==> src/rtl/intvec_pkg.sv <==
package intvec_pkg;

  localparam int DEF_NUM_VEC   = 64;
  localparam int DEF_TRAP_W    = 8;
  localparam int DEF_TRAP_TYPE = 'h60;

  // Kind of access seen by the bitmap in one cycle.
  typedef enum logic [1:0] {
    ACC_IDLE = 2'b00,
    ACC_SET  = 2'b01,
    ACC_CLR  = 2'b10,
    ACC_BOTH = 2'b11
  } acc_e;

  function automatic acc_e acc_kind(input logic do_set, input logic do_clr);
    return acc_e'({do_clr, do_set});
  endfunction

endpackage

==> src/rtl/intvec_onehot.sv <==
module intvec_onehot #(
  parameter int N = 64,
  localparam int W = $clog2(N)
) (
  input  logic         en,
  input  logic [W-1:0] idx,
  output logic [N-1:0] onehot
);

  for (genvar g = 0; g < N; g++) begin : g_bit
    assign onehot[g] = en && (idx == W'(g));
  end

endmodule

==> src/rtl/intvec_prio.sv <==
module intvec_prio #(
  parameter int N = 64,
  localparam int W = $clog2(N)
) (
  input  logic [N-1:0] map,
  output logic [W-1:0] top_idx,
  output logic         any
);

  // Ascending scan: the last set bit seen is the highest one.
  function automatic logic [W-1:0] highest(input logic [N-1:0] m);
    logic [W-1:0] r;
    r = '0;
    for (int i = 0; i < N; i++) begin
      if (m[i]) r = W'(i);
    end
    return r;
  endfunction

  assign top_idx = highest(map);
  assign any     = |map;

endmodule

==> src/rtl/intvec_bitmap.sv <==
module intvec_bitmap
  import intvec_pkg::*;
#(
  parameter int N = 64
) (
  input  logic         clk,
  input  logic         rst_n,
  input  logic [N-1:0] set_mask,
  input  logic [N-1:0] clr_mask,
  output logic [N-1:0] map_q
);

  acc_e         acc;
  logic [N-1:0] map_d;

  assign acc   = acc_kind(|set_mask, |clr_mask);
  // A set beats a clear on the same bit.
  assign map_d = (map_q & ~clr_mask) | set_mask;

  always_ff @(posedge clk or negedge rst_n) begin
    if (!rst_n) map_q <= '0;
    else        map_q <= map_d;
  end

  AST_IDLE_HOLDS: assert property (@(posedge clk) disable iff (!rst_n)
    (acc == ACC_IDLE) |=> $stable(map_q));
  AST_SET_WINS: assert property (@(posedge clk) disable iff (!rst_n)
    (acc == ACC_BOTH) |=> ((map_q & $past(set_mask)) == $past(set_mask)));
  AST_CLR_ONE: assert property (@(posedge clk) disable iff (!rst_n)
    (acc == ACC_CLR) |=> ($countones(map_q) + 1 == $countones($past(map_q))));

endmodule

==> src/rtl/intvec_rx_unit.sv <==
module intvec_rx_unit
  import intvec_pkg::*;
#(
  parameter int NUM_VEC   = DEF_NUM_VEC,
  parameter int TRAP_W    = DEF_TRAP_W,
  parameter int TRAP_TYPE = DEF_TRAP_TYPE,
  localparam int VEC_W    = $clog2(NUM_VEC)
) (
  input  logic               clk,
  input  logic               rst_n,
  input  logic               post_valid,
  input  logic [VEC_W-1:0]   post_vec,
  input  logic               claim_req,
  output logic [VEC_W-1:0]   claim_vec,
  output logic [NUM_VEC-1:0] pend_map,
  output logic               trap_req,
  output logic [TRAP_W-1:0]  trap_code
);

  logic [NUM_VEC-1:0] set_mask;
  logic [NUM_VEC-1:0] clr_mask;
  logic [VEC_W-1:0]   top_idx;
  logic               any_pend;
  logic               claim_fire;

  assign claim_fire = claim_req && any_pend;

  intvec_onehot #(.N(NUM_VEC)) u_set_dec (
    .en     (post_valid),
    .idx    (post_vec),
    .onehot (set_mask)
  );

  intvec_onehot #(.N(NUM_VEC)) u_clr_dec (
    .en     (claim_fire),
    .idx    (top_idx),
    .onehot (clr_mask)
  );

  intvec_bitmap #(.N(NUM_VEC)) u_map (
    .clk      (clk),
    .rst_n    (rst_n),
    .set_mask (set_mask),
    .clr_mask (clr_mask),
    .map_q    (pend_map)
  );

  intvec_prio #(.N(NUM_VEC)) u_prio (
    .map     (pend_map),
    .top_idx (top_idx),
    .any     (any_pend)
  );

  assign claim_vec = top_idx;
  assign trap_req  = any_pend;
  assign trap_code = TRAP_W'(TRAP_TYPE);

  AST_POST_LANDS: assert property (@(posedge clk) disable iff (!rst_n)
    post_valid |=> pend_map[$past(post_vec)]);
  AST_TOP_PICK: assert property (@(posedge clk) disable iff (!rst_n)
    any_pend |-> ((pend_map >> claim_vec) == NUM_VEC'(1)));
  AST_CLAIM_DROPS: assert property (@(posedge clk) disable iff (!rst_n)
    (claim_fire && !(post_valid && post_vec == claim_vec)) |=> !pend_map[$past(claim_vec)]);
  AST_EMPTY_ZERO: assert property (@(posedge clk) disable iff (!rst_n)
    !trap_req |-> (claim_vec == '0));
  AST_TRAP_FALL: assert property (@(posedge clk) disable iff (!rst_n)
    $fell(trap_req) |-> ($past(claim_req) && !$past(post_valid)));

endmodule

==> config.mk <==
export PLATFORM = sky130hd
export DESIGN_NAME = intvec_rx_unit
export DESIGN_NICKNAME = d
export VERILOG_FILES = /design/src/rtl/intvec_pkg.sv /design/src/rtl/intvec_onehot.sv /design/src/rtl/intvec_prio.sv /design/src/rtl/intvec_bitmap.sv /design/src/rtl/intvec_rx_unit.sv
export SDC_FILE = /design/constraint.sdc
export NUM_CORES = 1
export LEC_CHECK = 0
export CORE_MARGIN = 3
export CORE_UTILIZATION = 34
export CTS_CLUSTER_SIZE = 40
export DETAILED_ROUTE_END_ITERATION = 12
export GPL_ROUTABILITY_DRIVEN = 0
export PLACE_DENSITY = 0.6
export SLEW_MARGIN = 20
export SYNTH_ARGS = -nofsm -noshare
export SYNTH_HDL_FRONTEND = slang
export SYNTH_HIERARCHICAL = 1
export SYNTH_SLANG_ARGS = --single-unit
==> constraint.sdc <==
create_clock -name clk -period 3.2 [get_ports clk]
set_input_delay 0.32 -clock clk [delete_from_list [all_inputs] [get_ports clk]]
set_output_delay 0.32 -clock clk [all_outputs]
set_load 0.01 [all_outputs]
* After elaboration in Yosys (flattened, before gate mapping)
Cells that the tools add are included.
Word-level totals: output and inout port bits 79, word-level logic and storage cells 325, input bits 10, flip-flop bits (word level) 64
Operators by class: bitwise gates (word level) 3, equal/unequal tests 126, mux-type cells 63, reductions and logical operators 132
Operator list (number):
- 6-bit equality test (second input constant) | 64
- 6-bit by 5-bit equality test with 1-bit output (second input constant) | 32
- 6-bit two-way mux | 32
- 1-bit logical AND | 129
- 6-bit by 4-bit equality test with 1-bit output (second input constant) | 16
- 5-bit two-way mux | 16
- 64-bit AND | 1
- 64-bit inverter | 1
- 64-bit bitwise OR | 1
- 64-bit OR reduction | 1
- 6-bit by 3-bit equality test with 1-bit output (second input constant) | 8
- 4-bit two-way mux | 8
- 6-bit by 2-bit equality test with 1-bit output (second input constant) | 4
- 6-bit by 1-bit equality test with 1-bit output (second input constant) | 2
- 6-bit zero test | 2
- 3-bit two-way mux | 4
- 2-bit two-way mux | 2
- 1-bit two-way mux | 1

* Longest topological paths before layout
Gate-level depths: netlist of the first run.
depth in word-level cells 68, gate-level depth with buffers 12, depth with buffers taken out 10

* By module
Netlist of the first run, hierarchy kept.
By module, submodules not included:
- intvec_bitmap | instances 1, cells each 192, area each 2322.2 um2, seq. area each 1601.5 um2
- intvec_onehot | instances 2, cells each 93, area each 469.2 um2, seq. area each 0.0 um2
- intvec_prio | instances 1, cells each 146, area each 852.1 um2, seq. area each 0.0 um2
- intvec_rx_unit | instances 1, cells each 11, area each 73.8 um2, seq. area each 0.0 um2

* Worst setup path after synthesis of the first run
Ideal clock, no wire load.
kind flip-flop to flip-flop, start register u_map.map_q[58], end register u_map.map_q[8], required time 3.136 ns, path buffers 2, stages on the path, launching flop included 13, library setup time 0.064 ns, arrival 2.677 ns, slack 0.459 ns, period minus slack after synthesis 2.741 ns, path through dfrtp_1 nor4_2 nand3_2 nor2_2 nand2_2 or4_1 and2_1 or3b_1 clkbuf_1 buf_2 nor2_1 inv_1 a21o_1
Between the ends: cells in the longest elaborated chain, start to end 11, elaborated cells on any way between the ends 13, those cells by class eq/ne (1); mux (6); bitwise (3); reduce/logical (3)
RTL lines:
- start, declared | line intvec_bitmap.sv:10 | output logic [N-1:0] map_q
- start signal, assigned | line intvec_bitmap.sv:22 | else map_q <= map_d;
- 6-bit two-way mux (6 in series) | line intvec_prio.sv:15 | if (m[i]) r = W'(i);
- net claim_vec[5] | line intvec_rx_unit.sv:14 | output logic [VEC_W-1:0] claim_vec,
- 6-bit by 4-bit equality test with 1-bit output | line intvec_onehot.sv:11 | assign onehot[g] = en && (idx == W'(g));
- 1-bit logical AND | line intvec_onehot.sv:11
- net clr_mask[8] | line intvec_rx_unit.sv:21 | logic [NUM_VEC-1:0] clr_mask;
- 64-bit inverter | line intvec_bitmap.sv:18 | assign map_d = (map_q & ~clr_mask) | set_mask;
- 64-bit AND | line intvec_bitmap.sv:18
- 64-bit bitwise OR | line intvec_bitmap.sv:18
- net u_map.map_d[8] | line intvec_bitmap.sv:14 | logic [N-1:0] map_d;
The timed path passes the listed nets, and every way through them passes these cells.

* Worst setup path in the final report of the first run
start register u_map.map_q[4], end output claim_vec[0]
Between the ends: cells in the longest elaborated chain, start to end 60
RTL lines (line):
- 3-bit two-way mux (4 in series) | intvec_prio.sv:15
- 4-bit two-way mux (8 in series) | intvec_prio.sv:15
- 5-bit two-way mux (16 in series) | intvec_prio.sv:15
- 6-bit two-way mux (32 in series) | intvec_prio.sv:15
- end, declared | intvec_rx_unit.sv:14
No other way between the ends.

==> results of run 1 <==
-- per-layer routing --
layer / GRT usage [%] / share of wire [%] / routed length [µm]
met1: 29.7 / 44 / 6260
met2: 34.6 / 47 / 6760
met3: 3.65 / 6.4 / 915
met4: 6.27 / 2.2 / 308
met5: 0 / 0 / 0
-- where the power goes --
| part | internal (mW) | total, mW | switching (mW) |
|---|---|---|---|
| Clock | 0.643 | 1.01 | 0.363 |
| Sequential | 1.05 | 1.50 | 0.445 |
| Combinational | 1.35 | 2.79 | 1.43 |
-- worst register-to-register path, cell delays in order (launching register included) --
cell and delay, ns:
dfrtp_1 0.43, nor4_1 0.47, nand3_1 0.22, a31oi_1 0.27, o21ai_0 0.11, a31o_2 0.37, or4b_1 0.65, nor2_1 0.14
inv_1 0.05, a21o_1 0.17
-- worst min-delay path by stage --
| stage | slack [ns] | end | start |
|---|---|---|---|
| global route | 0.14 | u_map/map_q[12]$_DFF_PN0_ | rst_n |
| floorplan | 0.02 | u_map/map_q[0]$_DFF_PN0_ | rst_n |
| CTS | 0.09 | u_map/map_q[61]$_DFF_PN0_ | rst_n |
| detailed placement | 0.44 | u_map/map_q[13]$_DFF_PN0_ | rst_n |
| global placement | 0.44 | u_map/map_q[29]$_DFF_PN0_ | rst_n |
| finish | 0.07 | u_map/map_q[15]$_DFF_PN0_ | rst_n |
-- synthesized netlist by cell type (all sizes together) --
| cell type | count | area share [%] |
|---|---|---|
| nand4b | 9 | 1.9 |
| o21bai | 3 | 0.54 |
| or4b | 8 | 2.1 |
| o211ai | 5 | 0.90 |
| nor2b | 5 | 0.75 |
| dfrtp | 64 | 38 |
| a311oi | 1 | 0.21 |
| buf | 12 | 1.9 |
| conb | 2 | 0.18 |
| nor3b | 2 | 0.36 |
| nand2b | 4 | 0.60 |
| a31oi | 2 | 0.30 |
| o21a | 1 | 0.18 |
| nor3 | 9 | 1.2 |
| nor4 | 16 | 3.0 |
| nand3b | 5 | 0.90 |
| nand2 | 12 | 1.1 |
| a2111oi | 3 | 0.63 |
| o31ai | 3 | 0.54 |
| a21oi | 6 | 0.72 |
| o31a | 1 | 0.24 |
| o41ai | 1 | 0.21 |
| nor2 | 155 | 14 |
| o311ai | 1 | 0.21 |
| nand4bb | 12 | 3.2 |
| a21boi | 1 | 0.18 |
| and2b | 1 | 0.21 |
| a21o | 65 | 12 |
| o21ai | 12 | 1.4 |
| or4 | 5 | 1.1 |
| inv | 74 | 6.6 |
| or3 | 1 | 0.15 |
| nand3 | 7 | 0.96 |
| o211a | 2 | 0.48 |
| or3b | 2 | 0.42 |
| a31o | 1 | 0.21 |
| and2 | 1 | 0.15 |
| nand4 | 5 | 0.75 |
| clkbuf | 14 | 1.3 |
| a211oi | 2 | 0.36 |
-- cells by family (layout without fill, tap and decap cells) --
logic type,after synthesis,after routing
simple gates,259,259
compound gates,110,110
other cells,2,8
buf+inv,100,186
flops,64,64
-- final cells by class --
class                      instances  area, µm²  area share (%)
inverter                          74        278            5.01
tap                              143        179            3.23
timing repair buffer              96        916            16.5
sequential                        64       1600            28.9
clock buffer                      11        253            4.56
multi-input combinational        377       2260            40.8
clock inverter                     5       55.1           0.993
-- through the flow --
stage / instance area [µm²] / TNS, ns / worst slack, ns / hold WS, ns / utilization [%]
finish: 5550 / 0 / 0.0988 / 0.0726 / 47.4
global route: 5550 / -0.0703 / -0.0627 / 0.139 / 47.4
CTS: 5490 / 0 / 0.0342 / 0.0943 / 46.8
detailed placement: 5180 / 0 / 0.282 / 0.444 / 44.2
global placement: 5180 / 0 / 0.293 / 0.444 / 44.2
floorplan: 4210 / 0 / 0.459 / 0.0244 / -
-- placed cells by master (no fill, tap or decap), drive strengths merged, types with 9 or more instances in the layout --
cell           netlist  routed
buf                 12      17
nand4b               9       9
inv                 74      74
nand4bb             12      12
clkdlybuf4s50        0      79
nand2               12      12
a21o                65      65
clkbuf              14      11
nor3                 9       9
nor4                16      16
o21ai               12      12
dfrtp               64      64
nor2               155     155
==> impl_metrics.py, run 1 <==
metrics = {
    "worst_setup_path": {
        "crit_buf_inv": 1,
        "crit_fanout": 5,
        "reg2reg_from": "u_map/map_q[12]$_DFF_PN0_",
        "worst-path-stages": 6,
        "cp.arrival_ns": 2.78,
        "path_class": "register to output pin",
        "path_cells": "nor2b_1 > a2111oi_1 > o211ai_1 > o211a_1 > o211ai_1 > clkdlybuf4s50_1",
        "r2r_cells": 9,
        "critPathSlowestCell": "clkdlybuf4s50_1",
        "r2r_setup_slack_ns": 0.22,
        "startpoint": "u_map/map_q[4]$_DFF_PN0_",
        "crit_path_max_incr_delay_ns": 0.65,
        "reg2reg_to": "u_map/map_q[18]$_DFF_PN0_",
        "crit_path_end": "claim_vec[0]",
        "cp.required_ns": 2.88,
        "cpLargestDelayFamily": "compound AO/OA/AOI/OAI gates",
        "end_kind": "output pin",
        "worst_path_most_repeated_cell": "o211ai_1",
        "start_kind": "register",
    },
    "cts": {
        "ctsResizeCount": 0,
        "numCtsBuffers": 9,
        "h-tree-depth": 3,
        "clock_latency_ns": 0.32,
        "cts_tree": "yes",
        "cts_setup_buffers": 0,
        "cts.sinks": 64,
        "cts_buffer_depth": 2,
        "postCtsHoldBufs": 0,
        "cts_root_buf": "clkbuf_16",
        "clkTransAtPathRegs_ns": 0.06,
    },
    "synthesis": {
        "yosysWarnings": 6,
        "synth_top_family_by_area": "simple AND/OR/NAND/NOR gates",
        "syn_inst": 535,
        "synth_seq_cells": 64,
        "synthMuxAreaShare_pct": 0,
        "yosysUniqueCellTypes": 48,
        "avgSynthCellArea_um2": 7.83,
        "synthSimpleGateAreaFrac_pct": 32.8,
        "synth-compound-area-share_pct": 19.0,
        "synth_xor_area_share_pct": 0,
        "synth_area_mm2": 0.00419,
        "ys_seq_area_share_pct": 38.3,
        "synth_adder_area_share_pct": 0,
    },
    "finish": {
        "syn2layout_area_growth_pct": 32.5,
        "drive_above_1_share_pct": 8.77,
        "largest_register_ff_count": 64,
        "top_register": "u_map/map_q",
        "reg_top3": "u_map/map_q (64)",
        "fill_cells": 1170,
        "antennaDiodeCount": 0,
        "fin_cells": 770,
        "nets": 632,
    },
    "timing": {
        "finalMaxSlewViolations": 0,
        "slew_headroom_pct": 42.8,
        "max_freq_mhz": 322,
        "setup_viol": 0,
        "fin_crit_sh_pct": 96.9,
        "rsz0062_at_grt": "true",
        "fin_skew_ns": 0.00536,
        "min_period_ns": 3.10,
        "hold_violations": 0,
        "tightest_slew_ns": 0.855,
    },
    "drt": {
        "drc": 0,
        "routedWlPerCell_um": 18.5,
        "ant_nets": 0,
        "vias_per_cell": 5.42,
        "first_pass_iters": 5,
        "vias": 4177,
        "dr.first_iter.drc_count": 317,
        "wl_mm": 14.2,
    },
    "min_path": {
        "worst_hold_path_type": "input pin to async pin",
    },
    "global_route": {
        "grt_pass1_wl_mm": 22.3,
        "grt_max_degree": 32,
        "grtUsageTotal_pct": 21.5,
        "grt_pass1_vias": 4154,
        "overflow": 0,
        "antenna_found_initial": 0,
    },
    "run_status": {
        "status": "finished clean",
    },
    "pwr": {
        "powerDensity_mw_per_mm2": 954,
        "p_total_mw": 5.29,
        "power.leakage_nw": 2.43,
        "peakVddDrop_mv": 0.636,
    },
    "placed_design": {
        "place_hpwl_mm": 10.8,
        "port_buffers": 80,
        "dp_cells": 754,
    },
    "floorplanning": {
        "initial_core_util_pct": 35.7,
        "die_h_um": 117,
        "ioPinCount": 89,
        "dieArea_mm2": 0.0137,
        "coreArea_mm2": 0.0117,
        "die_width_um": 117,
        "num_rows": 39,
    },
    "job": {
        "maxCapViolCount": 0,
    },
}
No activity file was read; power rests on OpenSTA's default activity.
==> inputs of run 2 (changes only) <==
--- a/config.mk
+++ b/config.mk
@@ -6,11 +6,11 @@
 export NUM_CORES = 1
 export LEC_CHECK = 0
 export CORE_MARGIN = 3
-export CORE_UTILIZATION = 34
+export CORE_UTILIZATION = 52
 export CTS_CLUSTER_SIZE = 40
 export DETAILED_ROUTE_END_ITERATION = 12
 export GPL_ROUTABILITY_DRIVEN = 0
-export PLACE_DENSITY = 0.6
+export PLACE_DENSITY = 0.84
 export SLEW_MARGIN = 20
 export SYNTH_ARGS = -nofsm -noshare
 export SYNTH_HDL_FRONTEND = slang
==> impl_metrics.py, run 2 (synthesized netlist as in run 1, its figures left out) <==
metrics = {
    "run_status": {
        "status": "finished clean",
    },
    "job": {
        "maxCapViolCount": 0,
    },
    "finish": {
        "reg_top3": "u_map/map_q (64)",
        "layout_common_cells": "nor2_1, clkdlybuf4s50_1, inv_1",
        "utilization_pct": 68.4,
        "top_register": "u_map/map_q",
        "nets": 631,
        "drive_above_1_share_pct": 7.22,
        "largest_register_ff_count": 64,
        "fill_cells": 653,
        "antennaDiodeCount": 0,
        "final_common_cell": "nor2_1",
        "finalInstanceArea_mm2": 0.00531,
        "syn2layout_area_growth_pct": 26.9,
    },
    "floorplanning": {
        "dieArea_mm2": 0.00916,
        "ioPinCount": 89,
        "initial_core_util_pct": 53.9,
        "num_rows": 32,
        "coreArea_mm2": 0.00777,
        "die_h_um": 95.7,
        "die_width_um": 95.7,
    },
    "worst_setup_path": {
        "cp.arrival_ns": 2.74,
        "crit_path_max_incr_delay_ns": 0.55,
        "path_class": "register to output pin",
        "critPathSlowestCell": "or4_1",
        "start_kind": "register",
        "crit_fanout": 8,
        "crit_buf_inv": 1,
        "end_kind": "output pin",
        "path_cells": "nor4_4 > nand3_2 > nor2_2 > nand2_2 > or4_1 > clkdlybuf4s50_1",
        "cp.required_ns": 2.88,
        "cpLargestDelayFamily": "simple AND/OR/NAND/NOR gates",
    },
    "global_route": {
        "grtUsageTotal_pct": 30.8,
        "grt_pass1_vias": 4045,
        "antenna_found_initial": 0,
        "grt_pass1_wl_mm": 21.4,
        "grt_max_degree": 44,
        "overflow": 0,
    },
    "drt": {
        "drc": 0,
        "dr.first_iter.drc_count": 492,
        "ant_nets": 0,
        "vias_per_cell": 6.13,
        "vias": 4441,
        "first_pass_iters": 5,
        "routedWlPerCell_um": 18.6,
        "wl_mm": 13.5,
    },
    "timing": {
        "hold_violations": 0,
        "finalMaxSlewViolations": 0,
        "rsz0062_at_grt": "true",
        "max_freq_mhz": 326,
        "fin_skew_ns": 0.00745,
        "tns_ns": 0,
        "slew_headroom_pct": 43.6,
        "fin_crit_sh_pct": 95.7,
        "setup_viol": 0,
        "tightest_slew_ns": 0.844,
        "min_period_ns": 3.06,
        "holdWs_ns": 0.462,
    },
    "cts": {
        "numCtsBuffers": 9,
        "clock_latency_ns": 0.35,
        "cts.sinks": 64,
        "cts_root_buf": "clkbuf_8",
        "clkTransAtPathRegs_ns": 0.06,
        "h-tree-depth": 3,
        "cts_buffer_depth": 2,
        "cts_tree": "yes",
    },
    "min_path": {
        "worst_hold_path_type": "input pin to async pin",
    },
    "pwr": {
        "powerDensity_mw_per_mm2": 926,
        "power.leakage_nw": 2.34,
        "p_total_mw": 4.92,
        "peakVddDrop_mv": 0.465,
    },
    "placed_design": {
        "placed_cell_area_mm2": 0.00510,
        "port_buffers": 80,
        "place_hpwl_mm": 9.92,
    },
}
-- run 2: through the flow --
| step | std cells | setup slack, ns |
|---|---|---|
| finish | 725 | 0.137 |
| global route | 725 | -0.0785 |
| CTS | 723 | -0.0101 |
| detailed placement | 709 | 0.165 |
| global placement | 709 | 0.247 |
| floorplan | 541 | 0.459 |
-- run 2: repair_timing --
item                                    4_1_cts  5_1_grt
buffers inserted                              0        2
endpoints found under the hold margin        21        0
gates resized for setup                       1        5
endpoints found under the setup margin        2       30
pin swaps                                     0        2
hold buffers                                  1        0
-- run 2: final timing paths --
| kind | from | slack, ns | to | cells after the start |
|---|---|---|---|---|
| worst max-delay path | u_map/map_q[58]$_DFF_PN0_ | 0.14 | trap_req | 6 |
| worst min-delay path | rst_n | 0.46 | u_map/map_q[63]$_DFF_PN0_ | 2 |
| worst max register to register | u_map/map_q[45]$_DFF_PN0_ | 0.19 | u_map/map_q[34]$_DFF_PN0_ | 11 |
| worst min register to register | u_map/map_q[0]$_DFF_PN0_ | 0.52 | u_map/map_q[0]$_DFF_PN0_ | 1 |
| max in group asynchronous | rst_n | 1.78 | u_map/map_q[50]$_DFF_PN0_ | 3 |
| min in group clk | u_map/map_q[0]$_DFF_PN0_ | 0.52 | u_map/map_q[0]$_DFF_PN0_ | 1 |
-- run 2: where the power goes --
group	internal (mW)	switching, mW	leakage, nW	total (mW)
logic	1.38	1.45	1.45	2.82
clock network	0.309	0.299	0.0842	0.609
registers	1.05	0.433	0.812	1.49
-- run 2: layout make-up --
| type | count | area [µm²] | area share [%] |
|---|---|---|---|
| multi-input combinational | 377 | 2230 | 42.0 |
| sequential | 64 | 1600 | 30.2 |
| timing repair buffer | 95 | 911 | 17.1 |
| inverter | 74 | 278 | 5.23 |
| clock buffer | 12 | 155 | 2.92 |
| tap | 102 | 128 | 2.40 |
| clock inverter | 1 | 5.00 | 0.0942 |
-- run 2: worst reg2reg max path, stage by stage (launching register included) --
cell	delay, ns
dfrtp_1	0.43
nor3b_1	0.16
a2111oi_1	0.49
a211oi_1	0.15
nor3_1	0.19
o211ai_1	0.16
buf_4	0.18
buf_4	0.15
or4b_1	0.63
nor2_1	0.15
inv_1	0.05
a21o_1	0.16
-- run 2: metal layers --
metal,routed length (µm),global-route usage (%),vias up
met5,0,0,-
met3,1180,4.07,62
met2,6490,50.6,274
li1,-,-,1967
met4,543,12.0,0
met1,5310,41.3,2138
==> inputs of run 3 (changes only) <==
--- a/config.mk
+++ b/config.mk
@@ -6,11 +6,12 @@
 export NUM_CORES = 1
 export LEC_CHECK = 0
 export CORE_MARGIN = 3
-export CORE_UTILIZATION = 52
+export CORE_UTILIZATION = 60
 export CTS_CLUSTER_SIZE = 40
 export DETAILED_ROUTE_END_ITERATION = 12
+export DONT_BUFFER_PORTS = 1
 export GPL_ROUTABILITY_DRIVEN = 0
-export PLACE_DENSITY = 0.84
+export PLACE_DENSITY = 0.79
 export SLEW_MARGIN = 20
 export SYNTH_ARGS = -nofsm -noshare
 export SYNTH_HDL_FRONTEND = slang
==> impl_metrics.py, run 3 (synthesized netlist as in run 1, its figures left out) <==
metrics = {
    "run_status": {
        "status": "finished clean",
    },
    "finish": {
        "layout_common_cells": "nor2_1, inv_1, a21o_1",
        "nets": 558,
        "top_register": "u_map/map_q",
        "syn2layout_area_growth_pct": 10.3,
        "reg_top3": "u_map/map_q (64)",
        "antennaDiodeCount": 0,
        "largest_register_ff_count": 64,
        "final_common_cell": "nor2_1",
        "finalInstanceArea_mm2": 0.00462,
        "drive_above_1_share_pct": 9.58,
    },
    "drt": {
        "vias": 4128,
        "dr.first_iter.drc_count": 313,
        "first_pass_iters": 7,
        "ant_nets": 0,
        "drc": 0,
        "vias_per_cell": 6.39,
        "wl_mm": 13.0,
        "routedWlPerCell_um": 20.1,
    },
    "min_path": {
        "hold_path_depth": 3,
        "worstHoldEndpoint": "u_map/map_q[32]$_DFF_PN0_",
        "hold_start": "post_vec[2]",
        "worst_hold_path_type": "input pin to register",
    },
    "placed_design": {
        "place_hpwl_mm": 9.42,
        "port_buffers": 0,
        "placed_cell_area_mm2": 0.00435,
        "pre_cts_slack_ns": 0.168,
    },
    "cts": {
        "clock_latency_ns": 0.35,
        "cts_tree": "yes",
        "cts_setup_buffers": 0,
        "clkTransAtPathRegs_ns": 0.07,
        "numCtsBuffers": 9,
        "cts.sinks": 64,
        "cts_root_buf": "clkbuf_8",
        "cts_buffer_depth": 2,
        "h-tree-depth": 3,
    },
    "timing": {
        "slew_headroom_pct": 44.0,
        "finalMaxSlewViolations": 0,
        "holdWs_ns": 0.295,
        "tns_ns": 0,
        "rsz0062_at_grt": "true",
        "setup_viol": 0,
        "min_period_ns": 3.15,
        "max_freq_mhz": 317,
        "setup_ws_ns": 0.0492,
        "hold_violations": 0,
        "tightest_slew_ns": 0.838,
        "fin_skew_ns": 0.00807,
        "fin_crit_sh_pct": 98.5,
    },
    "global_route": {
        "grt_pass1_vias": 4034,
        "overflow": 0,
        "grtUsageTotal_pct": 34.1,
        "antenna_found_initial": 0,
        "grt_max_degree": 65,
        "grt_pass1_wl_mm": 20.3,
    },
    "worst_setup_path": {
        "path_class": "register to register",
        "reg2reg_to": "u_map/map_q[21]$_DFF_PN0_",
        "reg2reg_from": "u_map/map_q[8]$_DFF_PN0_",
        "crit_fanout": 7,
        "r2r_cells": 10,
        "cp.required_ns": 3.44,
        "r2r_setup_slack_ns": 0.05,
        "end_kind": "register",
        "cp.arrival_ns": 3.39,
        "start_kind": "register",
    },
    "floorplanning": {
        "initial_core_util_pct": 63.7,
        "die_h_um": 89.5,
        "coreArea_mm2": 0.00657,
        "dieArea_mm2": 0.00802,
        "die_width_um": 89.5,
        "num_rows": 29,
        "ioPinCount": 89,
    },
    "job": {
        "maxCapViolCount": 0,
    },
    "pwr": {
        "p_total_mw": 4.45,
        "power.leakage_nw": 2.11,
        "powerDensity_mw_per_mm2": 964,
        "peakVddDrop_mv": 0.568,
    },
}
[run 3: cell count changes in the layout (fill, tap and decap cells not counted), sizes merged]
cell           before  now
bufinv              0    2
clkinv              1    3
clkdlybuf4s50      79    0
clkbuf             12   10
buf                15   21
clkinvlp            0    1
[run 3: routing by layer]
| layer | vias up | GRT usage [%] | part of all wire, % |
|---|---|---|---|
| met2 | 252 | 54.5 | 47 |
| met5 | - | 0 | 0 |
| met4 | 0 | 18.7 | 4.1 |
| met3 | 51 | 9.68 | 9.1 |
| li1 | 1820 | - | - |
| met1 | 2005 | 41.6 | 40 |
[run 3: cell type report]
type / count / area [µm²]
multi-input combinational: 377 / 2210
fill: 518 / 1950
sequential: 64 / 1600
inverter: 74 / 278
timing repair buffer: 22 / 188
clock buffer: 10 / 138
tap: 93 / 116
clock inverter: 6 / 82.6
[run 3: timing repair]
item	4_1_cts	5_1_grt
resized for setup	0	1
hold buffers	2	0
endpoints found under the setup margin	0	21
hold endpoints to repair	64	0
[run 3: how the worst max path moves through the flow]
| stage | from | to | slack (ns) | cells after the start |
|---|---|---|---|---|
| 3_5_place_dp | u_map/map_q[8]$_DFF_PN0_ | u_map/map_q[4]$_DFF_PN0_ | 0.17 | 9 |
| 5_1_grt | u_map/map_q[2]$_DFF_PN0_ | u_map/map_q[11]$_DFF_PN0_ | -0.006 | 10 |
| 6_report | u_map/map_q[8]$_DFF_PN0_ | u_map/map_q[21]$_DFF_PN0_ | 0.05 | 10 |
| 4_1_cts | u_map/map_q[8]$_DFF_PN0_ | u_map/map_q[21]$_DFF_PN0_ | 0.11 | 10 |
| 2_1_floorplan | u_map/map_q[58]$_DFF_PN0_ | u_map/map_q[8]$_DFF_PN0_ | 0.46 | 12 |
| 3_3_place_gp | u_map/map_q[8]$_DFF_PN0_ | u_map/map_q[20]$_DFF_PN0_ | 0.22 | 9 |
[run 3: per-stage QoR]
step	instances	util, %
finish	646	70.3
global route	646	70.3
CTS	646	70.1
detailed placement	628	66.2
global placement	628	66.2
floorplan	541	-
[run 3: power breakdown]
part | internal [mW] | leakage (nW) | switching (mW) | total [mW]
Clock | 0.455 | 0.112 | 0.328 | 0.784
Sequential | 1.05 | 0.814 | 0.535 | 1.58
Combinational | 0.858 | 1.19 | 1.22 | 2.08
[run 3: worst max-delay path, cell delays in order (launching register included)]
cell	delay [ns]
dfrtp_1	0.49
or4_1	0.54
o211a_1	0.25
o211ai_1	0.24
a21oi_1	0.10
nor2_1	0.46
buf_4	0.23
nand4bb_1	0.24
nor2_1	0.23
inv_1	0.07
a21o_1	0.18
